--- src/rtl/rxctx_pkg.sv ---
// Shared positions and types for the receive context control bank.
// Assumes a 32-bit register word; bit positions are visible to software.
package rxctx_pkg;
    localparam int REG_W      = 32;
    localparam int BIT_FILL   = 31;
    localparam int BIT_HDR    = 30;
    localparam int BIT_MULTI  = 28;
    localparam int BIT_RUN    = 15;
    localparam int BIT_ACTIVE = 10;

    typedef struct packed {
        logic fill;
        logic hdr;
        logic multi;
        logic run;
        logic active;
    } ctx_state_t;

    // Build the software-visible word; all unimplemented bits are 0.
    function automatic logic [REG_W-1:0] pack_word(input ctx_state_t s);
        logic [REG_W-1:0] w;
        w             = '0;
        w[BIT_FILL]   = s.fill;
        w[BIT_HDR]    = s.hdr;
        w[BIT_MULTI]  = s.multi;
        w[BIT_RUN]    = s.run;
        w[BIT_ACTIVE] = s.active;
        return w;
    endfunction
endpackage

--- src/rtl/rxctx_addr_decode.sv ---
// Address decoder: turns the byte address into per-context set, clear and
// read selects. Assumes STRIDE > CLR_OFS so that aliases never overlap.
module rxctx_addr_decode #(
    parameter int NUM_CTX = 4,
    parameter int ADDR_W  = 12,
    parameter int BASE    = 'h400,
    parameter int STRIDE  = 32,
    parameter int CLR_OFS = 4
) (
    input  logic               clk,
    input  logic               rst_n,
    input  logic [ADDR_W-1:0]  addr,
    input  logic               wr_en,
    output logic [NUM_CTX-1:0] set_stb,
    output logic [NUM_CTX-1:0] clr_stb,
    output logic [NUM_CTX-1:0] rd_sel
);
    logic [NUM_CTX-1:0] set_hit;
    logic [NUM_CTX-1:0] clr_hit;

    for (genvar n = 0; n < NUM_CTX; n++) begin : g_ctx
        localparam logic [ADDR_W-1:0] SET_ADDR = ADDR_W'(BASE + n*STRIDE);
        localparam logic [ADDR_W-1:0] CLR_ADDR = ADDR_W'(BASE + n*STRIDE + CLR_OFS);
        // Compare the address against both aliases of this context.
        always_comb begin
            set_hit[n] = (addr == SET_ADDR);
            clr_hit[n] = (addr == CLR_ADDR);
        end
    end

    // Qualify hits with the write strobe and merge them into read selects.
    always_comb begin
        set_stb = set_hit & {NUM_CTX{wr_en}};
        clr_stb = clr_hit & {NUM_CTX{wr_en}};
        rd_sel  = set_hit | clr_hit;
    end

    // an address selects at most one context.
    assert_single_context_R2: assert property (@(posedge clk) disable iff (!rst_n)
        $onehot0(rd_sel));
endmodule

--- src/rtl/rxctx_ctx_reg.sv ---
// One context's control word: applies set and clear writes, enforces the
// mode lock and the multi-channel dependency, and tracks the active bit.
// Assumes set_stb and clr_stb are never both high.
module rxctx_ctx_reg
    import rxctx_pkg::*;
(
    input  logic             clk,
    input  logic             rst_n,
    input  logic             set_stb,
    input  logic             clr_stb,
    input  logic [REG_W-1:0] wr_data,
    input  logic             engine_idle,
    output ctx_state_t       state
);
    ctx_state_t q, nxt;
    logic       locked;

    // Lock the mode bits while the context runs or still drains.
    always_comb locked = q.run | q.active;

    // Next-state rules for the software bits and the active bit.
    always_comb begin
        nxt = q;
        if (set_stb) begin
            if (wr_data[BIT_RUN]) nxt.run = 1'b1;
            if (!locked) begin
                if (wr_data[BIT_FILL]) nxt.fill = 1'b1;
                if (wr_data[BIT_HDR])  nxt.hdr  = 1'b1;
                if (wr_data[BIT_MULTI]) begin
                    nxt.multi = 1'b1;
                    nxt.fill  = 1'b1;
                end
            end
        end
        if (clr_stb) begin
            if (wr_data[BIT_RUN]) nxt.run = 1'b0;
            if (!locked) begin
                if (wr_data[BIT_HDR])              nxt.hdr   = 1'b0;
                if (wr_data[BIT_MULTI])            nxt.multi = 1'b0;
                if (wr_data[BIT_FILL] && !q.multi) nxt.fill  = 1'b0;
            end
        end
        if (q.run)            nxt.active = 1'b1;
        else if (engine_idle) nxt.active = 1'b0;
    end

    // Register the word with synchronous active-low reset.
    always_ff @(posedge clk) begin
        if (!rst_n) q <= '0;
        else        q <= nxt;
    end

    always_comb state = q;

    // mode bits do not move across a cycle that began locked.
    assert_mode_locked_R7: assert property (@(posedge clk) disable iff (!rst_n)
        (q.run || q.active) |=> $stable({q.fill, q.hdr, q.multi}));

    // multi-channel never stands without buffer-fill.
    assert_multi_needs_fill_R9: assert property (@(posedge clk) disable iff (!rst_n)
        q.multi |-> q.fill);

    // a running context is active one edge later.
    assert_active_follows_run_R5: assert property (@(posedge clk) disable iff (!rst_n)
        q.run |=> q.active);

    // active only drops after a cycle with run low and the engine idle.
    assert_active_drain_R6: assert property (@(posedge clk) disable iff (!rst_n)
        $fell(q.active) |-> $past(!q.run && engine_idle));
endmodule

--- src/rtl/rxctx_read_mux.sv ---
// Read path: returns the packed word of the selected context, or 0 when
// no context is selected. Assumes at most one select is high.
module rxctx_read_mux
    import rxctx_pkg::*;
#(
    parameter int NUM_CTX = 4
) (
    input  ctx_state_t       states [NUM_CTX],
    input  logic [NUM_CTX-1:0] rd_sel,
    output logic [REG_W-1:0] rd_data
);
    // OR together the masked words of all contexts.
    always_comb begin
        rd_data = '0;
        for (int n = 0; n < NUM_CTX; n++) begin
            if (rd_sel[n]) rd_data = rd_data | pack_word(states[n]);
        end
    end
endmodule

--- src/rtl/rxctx_ctrl_bank.sv ---
// Top of the receive context control bank: decoder, one control word per
// context and the read multiplexer. Assumes a single-cycle register port;
// reads are combinational, writes land at the next clock edge.
module rxctx_ctrl_bank
    import rxctx_pkg::*;
#(
    parameter int NUM_CTX = 4,
    parameter int ADDR_W  = 12,
    parameter int BASE    = 'h400,
    parameter int STRIDE  = 32,
    parameter int CLR_OFS = 4
) (
    input  logic               clk,
    input  logic               rst_n,
    input  logic [ADDR_W-1:0]  addr,
    input  logic               wr_en,
    input  logic [REG_W-1:0]   wr_data,
    output logic [REG_W-1:0]   rd_data,
    input  logic [NUM_CTX-1:0] engine_idle,
    output logic [NUM_CTX-1:0] ctx_fill,
    output logic [NUM_CTX-1:0] ctx_hdr,
    output logic [NUM_CTX-1:0] ctx_multi,
    output logic [NUM_CTX-1:0] ctx_run,
    output logic [NUM_CTX-1:0] ctx_active
);
    logic [NUM_CTX-1:0] set_stb;
    logic [NUM_CTX-1:0] clr_stb;
    logic [NUM_CTX-1:0] rd_sel;
    ctx_state_t         states [NUM_CTX];

    rxctx_addr_decode #(
        .NUM_CTX(NUM_CTX), .ADDR_W(ADDR_W), .BASE(BASE),
        .STRIDE(STRIDE), .CLR_OFS(CLR_OFS)
    ) u_decode (
        .clk(clk), .rst_n(rst_n), .addr(addr), .wr_en(wr_en),
        .set_stb(set_stb), .clr_stb(clr_stb), .rd_sel(rd_sel)
    );

    for (genvar n = 0; n < NUM_CTX; n++) begin : g_ctx
        rxctx_ctx_reg u_ctx (
            .clk(clk), .rst_n(rst_n),
            .set_stb(set_stb[n]), .clr_stb(clr_stb[n]),
            .wr_data(wr_data), .engine_idle(engine_idle[n]),
            .state(states[n])
        );
        // Fan the word's fields out to the engine-facing outputs.
        always_comb begin
            ctx_fill[n]   = states[n].fill;
            ctx_hdr[n]    = states[n].hdr;
            ctx_multi[n]  = states[n].multi;
            ctx_run[n]    = states[n].run;
            ctx_active[n] = states[n].active;
        end
    end

    rxctx_read_mux #(.NUM_CTX(NUM_CTX)) u_rdmux (
        .states(states), .rd_sel(rd_sel), .rd_data(rd_data)
    );
endmodule

--- config.mk ---
export PLATFORM = sky130hd
export DESIGN_NAME = rxctx_ctrl_bank
export DESIGN_NICKNAME = d
export VERILOG_FILES = /design/src/rtl/rxctx_pkg.sv /design/src/rtl/rxctx_addr_decode.sv /design/src/rtl/rxctx_ctx_reg.sv /design/src/rtl/rxctx_read_mux.sv /design/src/rtl/rxctx_ctrl_bank.sv
export SDC_FILE = /design/constraint.sdc
export NUM_CORES = 1
export LEC_CHECK = 0
export ABC_AREA = 1
export BUFFER_PORTS_ARGS = -buffer_cell sky130_fd_sc_hd__buf_2
export CAP_MARGIN = 20
export CORE_AREA = 5 5 62 75
export DETAILED_ROUTE_END_ITERATION = 16
export DIE_AREA = 0 0 67 80
export PLACE_DENSITY_LB_ADDON = 0.08
export SLEW_MARGIN = 30
export SYNTH_ARGS = -nofsm -noshare
export SYNTH_HDL_FRONTEND = slang
export SYNTH_HIERARCHICAL = 1
export SYNTH_SLANG_ARGS = --single-unit
--- constraint.sdc ---
create_clock -name clk -period 1.4 [get_ports clk]
set_input_delay 0.14 -clock clk [delete_from_list [all_inputs] [get_ports clk]]
set_output_delay 0.14 -clock clk [all_outputs]
set_load 0.005 [all_outputs]
Word-level counts from Yosys, hierarchy flattened
Index checks and enable logic that the tools add are counted.
{ "op_classes": {"n_eq_ne": 8, "n_mux": 64, "n_bitwise": 10, "n_reduce_logical": 12} }
{ "op_table": {"columns": ["cell", "n"], "rows": [
  ["$mux W32", 4],
  ["$eq A12 B11 Y1 const B", 8],
  ["$or A32 B32 Y32", 3],
  ["$mux W1", 44],
  ["$mux W4", 8],
  ["$mux W3", 8],
  ["$and A4 B4 Y4", 2],
  ["$reduce_bool A2 Y1", 4],
  ["$logic_and A1 B1 Y1", 4],
  ["$logic_not A1 Y1", 4],
  ["$or A1 B1 Y1", 4],
  ["$or A4 B4 Y4", 1]
]} }
{ "totals": {"ff_bits": 20, "input_bits": 51, "word_cells": 114} }

Depth between registers and ports, before layout
{ "logic_depth": {"ltp_word": 9, "ltp_mapped": 10} }

Cells and area by module
The synthesis kept the hierarchy.
{ "modules_own_cells": {"columns": ["mod", "n_inst", "cells_each", "area_per_inst_um2", "seq_area_each_um2"], "rows": [
  ["rxctx_ctx_reg", 4, 39, 247.7, 100.1],
  ["rxctx_read_mux", 1, 73, 375.4, 0.0],
  ["rxctx_addr_decode", 1, 48, 226.5, 0.0]
]} }

Least setup slack after synthesis
Ideal clock, no wire load.
{ "synth_path": {"path_type": "input-to-reg", "startpoint": "in addr[11]", "endpoint": "reg g_ctx[0].u_ctx.q, in the netlist g_ctx[0].u_ctx/state[4]", "t_arrival_ps": 957, "t_required_ps": 1284, "slack_ps": 328, "stages": 8, "n_path_buf": 0, "cell_sequence": "inv_1 -> nand2_2 -> nor2_8 -> nand3_1 -> nor2_1 -> nand3_1 -> o21ai_1 -> nor2_2"} }
{ "synth_via": {"elab_cells_between_ends": 8, "classes_between": "eq/ne (2); mux (4); bitwise (2)"} }
{ "synth_rtl": {"columns": ["item", "line", "rtl"], "rows": [
  ["from (decl)", "rxctx_ctrl_bank.sv:15", "input logic [ADDR_W-1:0] addr,"],
  ["$eq A12 B11 Y1", "rxctx_addr_decode.sv:27", "clr_hit[n] = (addr == CLR_ADDR);"],
  ["$and A4 B4 Y4", "rxctx_addr_decode.sv:34", "clr_stb = clr_hit & {NUM_CTX{wr_en}};"],
  ["named net clr_stb[0]", "rxctx_ctrl_bank.sv:27", "logic [NUM_CTX-1:0] clr_stb;"],
  ["$mux W4", "rxctx_ctx_reg.sv:35", "if (clr_stb) begin"],
  ["to (signal assigned)", "rxctx_ctx_reg.sv:50", "else q <= nxt;"],
  ["to (decl)", "rxctx_ctx_reg.sv:15", "ctx_state_t q, nxt;"]
]} }
The timed path passes the listed nets, and every way through them passes these cells.
A chain may end at the register's enable or synchronous reset.

Worst setup path in the final report
{ "layout_path": {"startpoint": "in addr[11]", "endpoint": "out rd_data[28]"} }
{ "layout_via": {"elab_chain_cells": 9, "elab_cells_between_ends": 16, "classes_between": "eq/ne (8); mux (4); bitwise (4)"} }
{ "layout_lines": {"columns": ["item", "line", "rtl"], "rows": [
  ["$eq A12 B11 Y1, on equally long branches", "rxctx_addr_decode.sv:26, rxctx_addr_decode.sv:27", null],
  ["$or A4 B4 Y4 *", "rxctx_addr_decode.sv:35", "rd_sel = set_hit | clr_hit;"],
  ["named net rd_sel[0]", "rxctx_ctrl_bank.sv:28", "logic [NUM_CTX-1:0] rd_sel;"],
  ["$mux W32 *", "rxctx_read_mux.sv:16", "if (rd_sel[n]) rd_data = rd_data | pack_word(states[n]);"],
  ["$or A32 B32 Y32", "rxctx_read_mux.sv:16", null],
  ["$mux W32 *", "rxctx_read_mux.sv:16", null],
  ["$or A32 B32 Y32", "rxctx_read_mux.sv:16", null],
  ["$mux W32 *", "rxctx_read_mux.sv:16", null],
  ["$or A32 B32 Y32", "rxctx_read_mux.sv:16", null],
  ["$mux W32 *", "rxctx_read_mux.sv:16", null],
  ["to (decl)", "rxctx_ctrl_bank.sv:18", "output logic [REG_W-1:0] rd_data,"]
]} }
Mark *: on every way through the listed nets, which the timed path passes. The rest lies on a longest branch.

==> results.json <==
{
  "cp_slowest_cell": "nor2_8",
  "p_leak_nw": 1.10,
  "cp-start-kind": "input pin",
  "worstPathArrival_ns": 1.17,
  "numCtsBuffers": 3,
  "place.gp.congestion": 0.790,
  "async_flop_share_pct": 0,
  "routedWlPerCell_um": 10.3,
  "end_kind": "output port",
  "ir_drop_mv": 0.302,
  "cts_sinks": 20,
  "post_drt_via_cell_ratio": 4.22,
  "yosys.area.top_type": "dfxtp_1",
  "synth_flop_cell": "dfxtp_1",
  "n_antenna_cell": 0,
  "globalRouteTotalUtil_pct": 15.0,
  "synthTopCellsByCount": "nand2_1 (92), inv_1 (49), buf_4 (31)",
  "postCtsHoldBufs": 0,
  "final_cell_count_no_fill": 377,
  "grt_pass1_vias": 1401,
  "initial_utilization_pct": 41.4,
  "run_status": "finished, final reports clean",
  "crit_top_cell": "nand2_1",
  "cp_max_fo": 8,
  "largest_reg_flops": 20,
  "portBuffers": 47,
  "max_stage_delay_ns": 0.19,
  "totalWireLength_um": 3900,
  "clockBufferDepth": 2,
  "power.density_nw_per_um2": 622,
  "placed_cells": 373,
  "ys_seq_area_share_pct": 25.1,
  "vias": 1592,
  "yosys_warnings": 6,
  "finClkSkew_ns": 0.00326,
  "hold_violations": 0,
  "synth-seq-cells": 20,
  "synthCells": 277,
  "grt_antenna_before_repair": 0,
  "die_h_um": 80,
  "clock_latency_ns": 0.26,
  "grt_setup_unrepaired": "true",
  "die_x_um": 67,
  "tritoncts": "built",
  "drt_iter0_drc": 23,
  "synth_edf_count": 0,
  "synth_top_cell_area_share_pct": 25.1,
  "root_buffer": "clkbuf_8",
  "drive_above_1_share_pct": 26.9,
  "post-route-period-util_pct": 93.8,
  "crit_required_ns": 1.26,
  "finalSetupViolations": 0,
  "cap_violations": 0,
  "crit_type": "in -> out",
  "clkSlewWorstSetupHoldPaths_ns": 0.08,
  "finalCriticalPeriod_ns": 1.31,
  "final_nets": 375,
  "areaGrowthSynthToFinish_pct": 17.8,
  "reg2reg_setup_slack_ns": 0.54,
  "maxSlewViolCount": 0,
  "multi_input_area_um2": 900,
  "core_area_um2": 3850,
  "synth.avg_cell_area_um2": 5.75,
  "fmax_mhz": 761,
  "synth_area_leaders": "dfxtp_1 (25%), nand2_1 (22%), buf_4 (15%), inv_1 (12%), nand3_1 (8.8%)",
  "io_pins": 103,
  "hold_path_class": "in -> reg",
  "power_mw": 1.17,
  "synth.most_common_cell": "nand2_1",
  "post_cts_buffers": 0,
  "crit_chain": "buf_2, inv_1, nand2_2, nor2_8, nand3_1, nand2_2, nand2_1, nand2_1, inv_1, nand2_1, buf_2",
  "grt_max_degree": 21,
  "synth.cell_area_um2": 1590,
  "grt_pass1_wl_um": 6220,
  "grt-ovfl-total": 0,
  "ant_nets": 0,
  "drcViolationCount": 0,
  "regArea_um2": 400,
  "drt-pass1-iter-count": 4,
  "synth_cell_types": 14,
  "dp_hpwl_um": 3060,
  "die-area_um2": 5360,
  "ctsHtreeMaxLevel": 1,
  "rows": 25,
  "nFillCells": 438
}
## metrics by stage
step | TNS (ns) | hold slack [ns] | utilization (%) | instance area [um^2] | setup WS (ns)
4_1_cts | 0 | 0.0361 | 47.2 | 1820 | 0.0566
2_1_floorplan | 0 | 0.233 | - | 1690 | 0.328
3_5_place_dp | 0 | 0.323 | 45.8 | 1760 | 0.0416
5_1_grt | -0.0791 | 0.0403 | 48.7 | 1880 | -0.0283
3_3_place_gp | 0 | 0.321 | 45.8 | 1760 | 0.0403
6_report | 0 | 0.0394 | 48.7 | 1880 | 0.0864
## final cells by class
| cell class | instances | area share, % |
|---|---|---|
| Timing Repair Buffer | 47 | 12.5 |
| Sequential cell | 20 | 21.3 |
| Clock buffer | 4 | 2.94 |
| Multi-Input combinational cell | 194 | 48.0 |
| Tap cell | 54 | 3.60 |
| Inverter | 58 | 11.6 |
## repair_timing
item                       CTS  global route
hold endpoints to repair     0             0
setup endpoints to repair    0             5
gates resized for setup      0            15
## cell usage in the layout (no fill, tap or decap)
cell,Yosys,routed
a21oi_1,12,12
nor2_8,1,1
inv_1,49,49
nand3_2,0,6
nand2_4,1,2
nor2_2,10,10
o21ai_1,4,4
nand2_1,92,88
dfxtp_1,20,20
nand3_1,28,22
clkbuf_8,0,4
inv_2,9,9
buf_2,0,47
nor2_4,0,2
conb_1,1,27
nand2_2,3,6
nor2_1,16,14
## path summary, 6_finish.rpt
kind / start / to / cells past startpoint
setup / recovery: addr[11] / rd_data[28] / 11
hold reg to reg: g_ctx[2].u_ctx/state[3] / g_ctx[2].u_ctx/state[3] / 2
setup reg to reg: g_ctx[2].u_ctx/state[0] / g_ctx[2].u_ctx/state[4] / 5
hold / removal: engine_idle[2] / g_ctx[2].u_ctx/state[0] / 2
## cells by family (layout without fill, tap and decap cells)
family / Yosys count / in the layout / share of synthesized area (%)
other: 1 / 27 / 0.235
flip-flops: 20 / 20 / 25.1
AO/OA/AOI/OAI: 16 / 16 / 5.03
AND/OR/NAND/NOR: 151 / 151 / 41.3
buffers and inverters: 89 / 109 / 28.3
## worst max-delay path, delay by kind of cell
kind / cells / cell delay, ns
simple gates: 7 / 0.74
buf+inv: 4 / 0.30
## routing by layer
| layer | share of wire (%) | track usage, % |
|---|---|---|
| met1 | 45 | 18.8 |
| met2 | 45 | 24.8 |
| met3 | 8.5 | 2.68 |
| met4 | 1.5 | 6.09 |
| met5 | 0 | 0 |
## report_power, final
part / leakage, nW / switching (mW) / internal (mW) / total (mW)
combinational: 0.906 / 0.0958 / 0.0429 / 0.139
clock: 0.0288 / 0.208 / 0.251 / 0.459
sequential: 0.161 / 0.0000585 / 0.568 / 0.568
(Power assumes the default switching activity.)
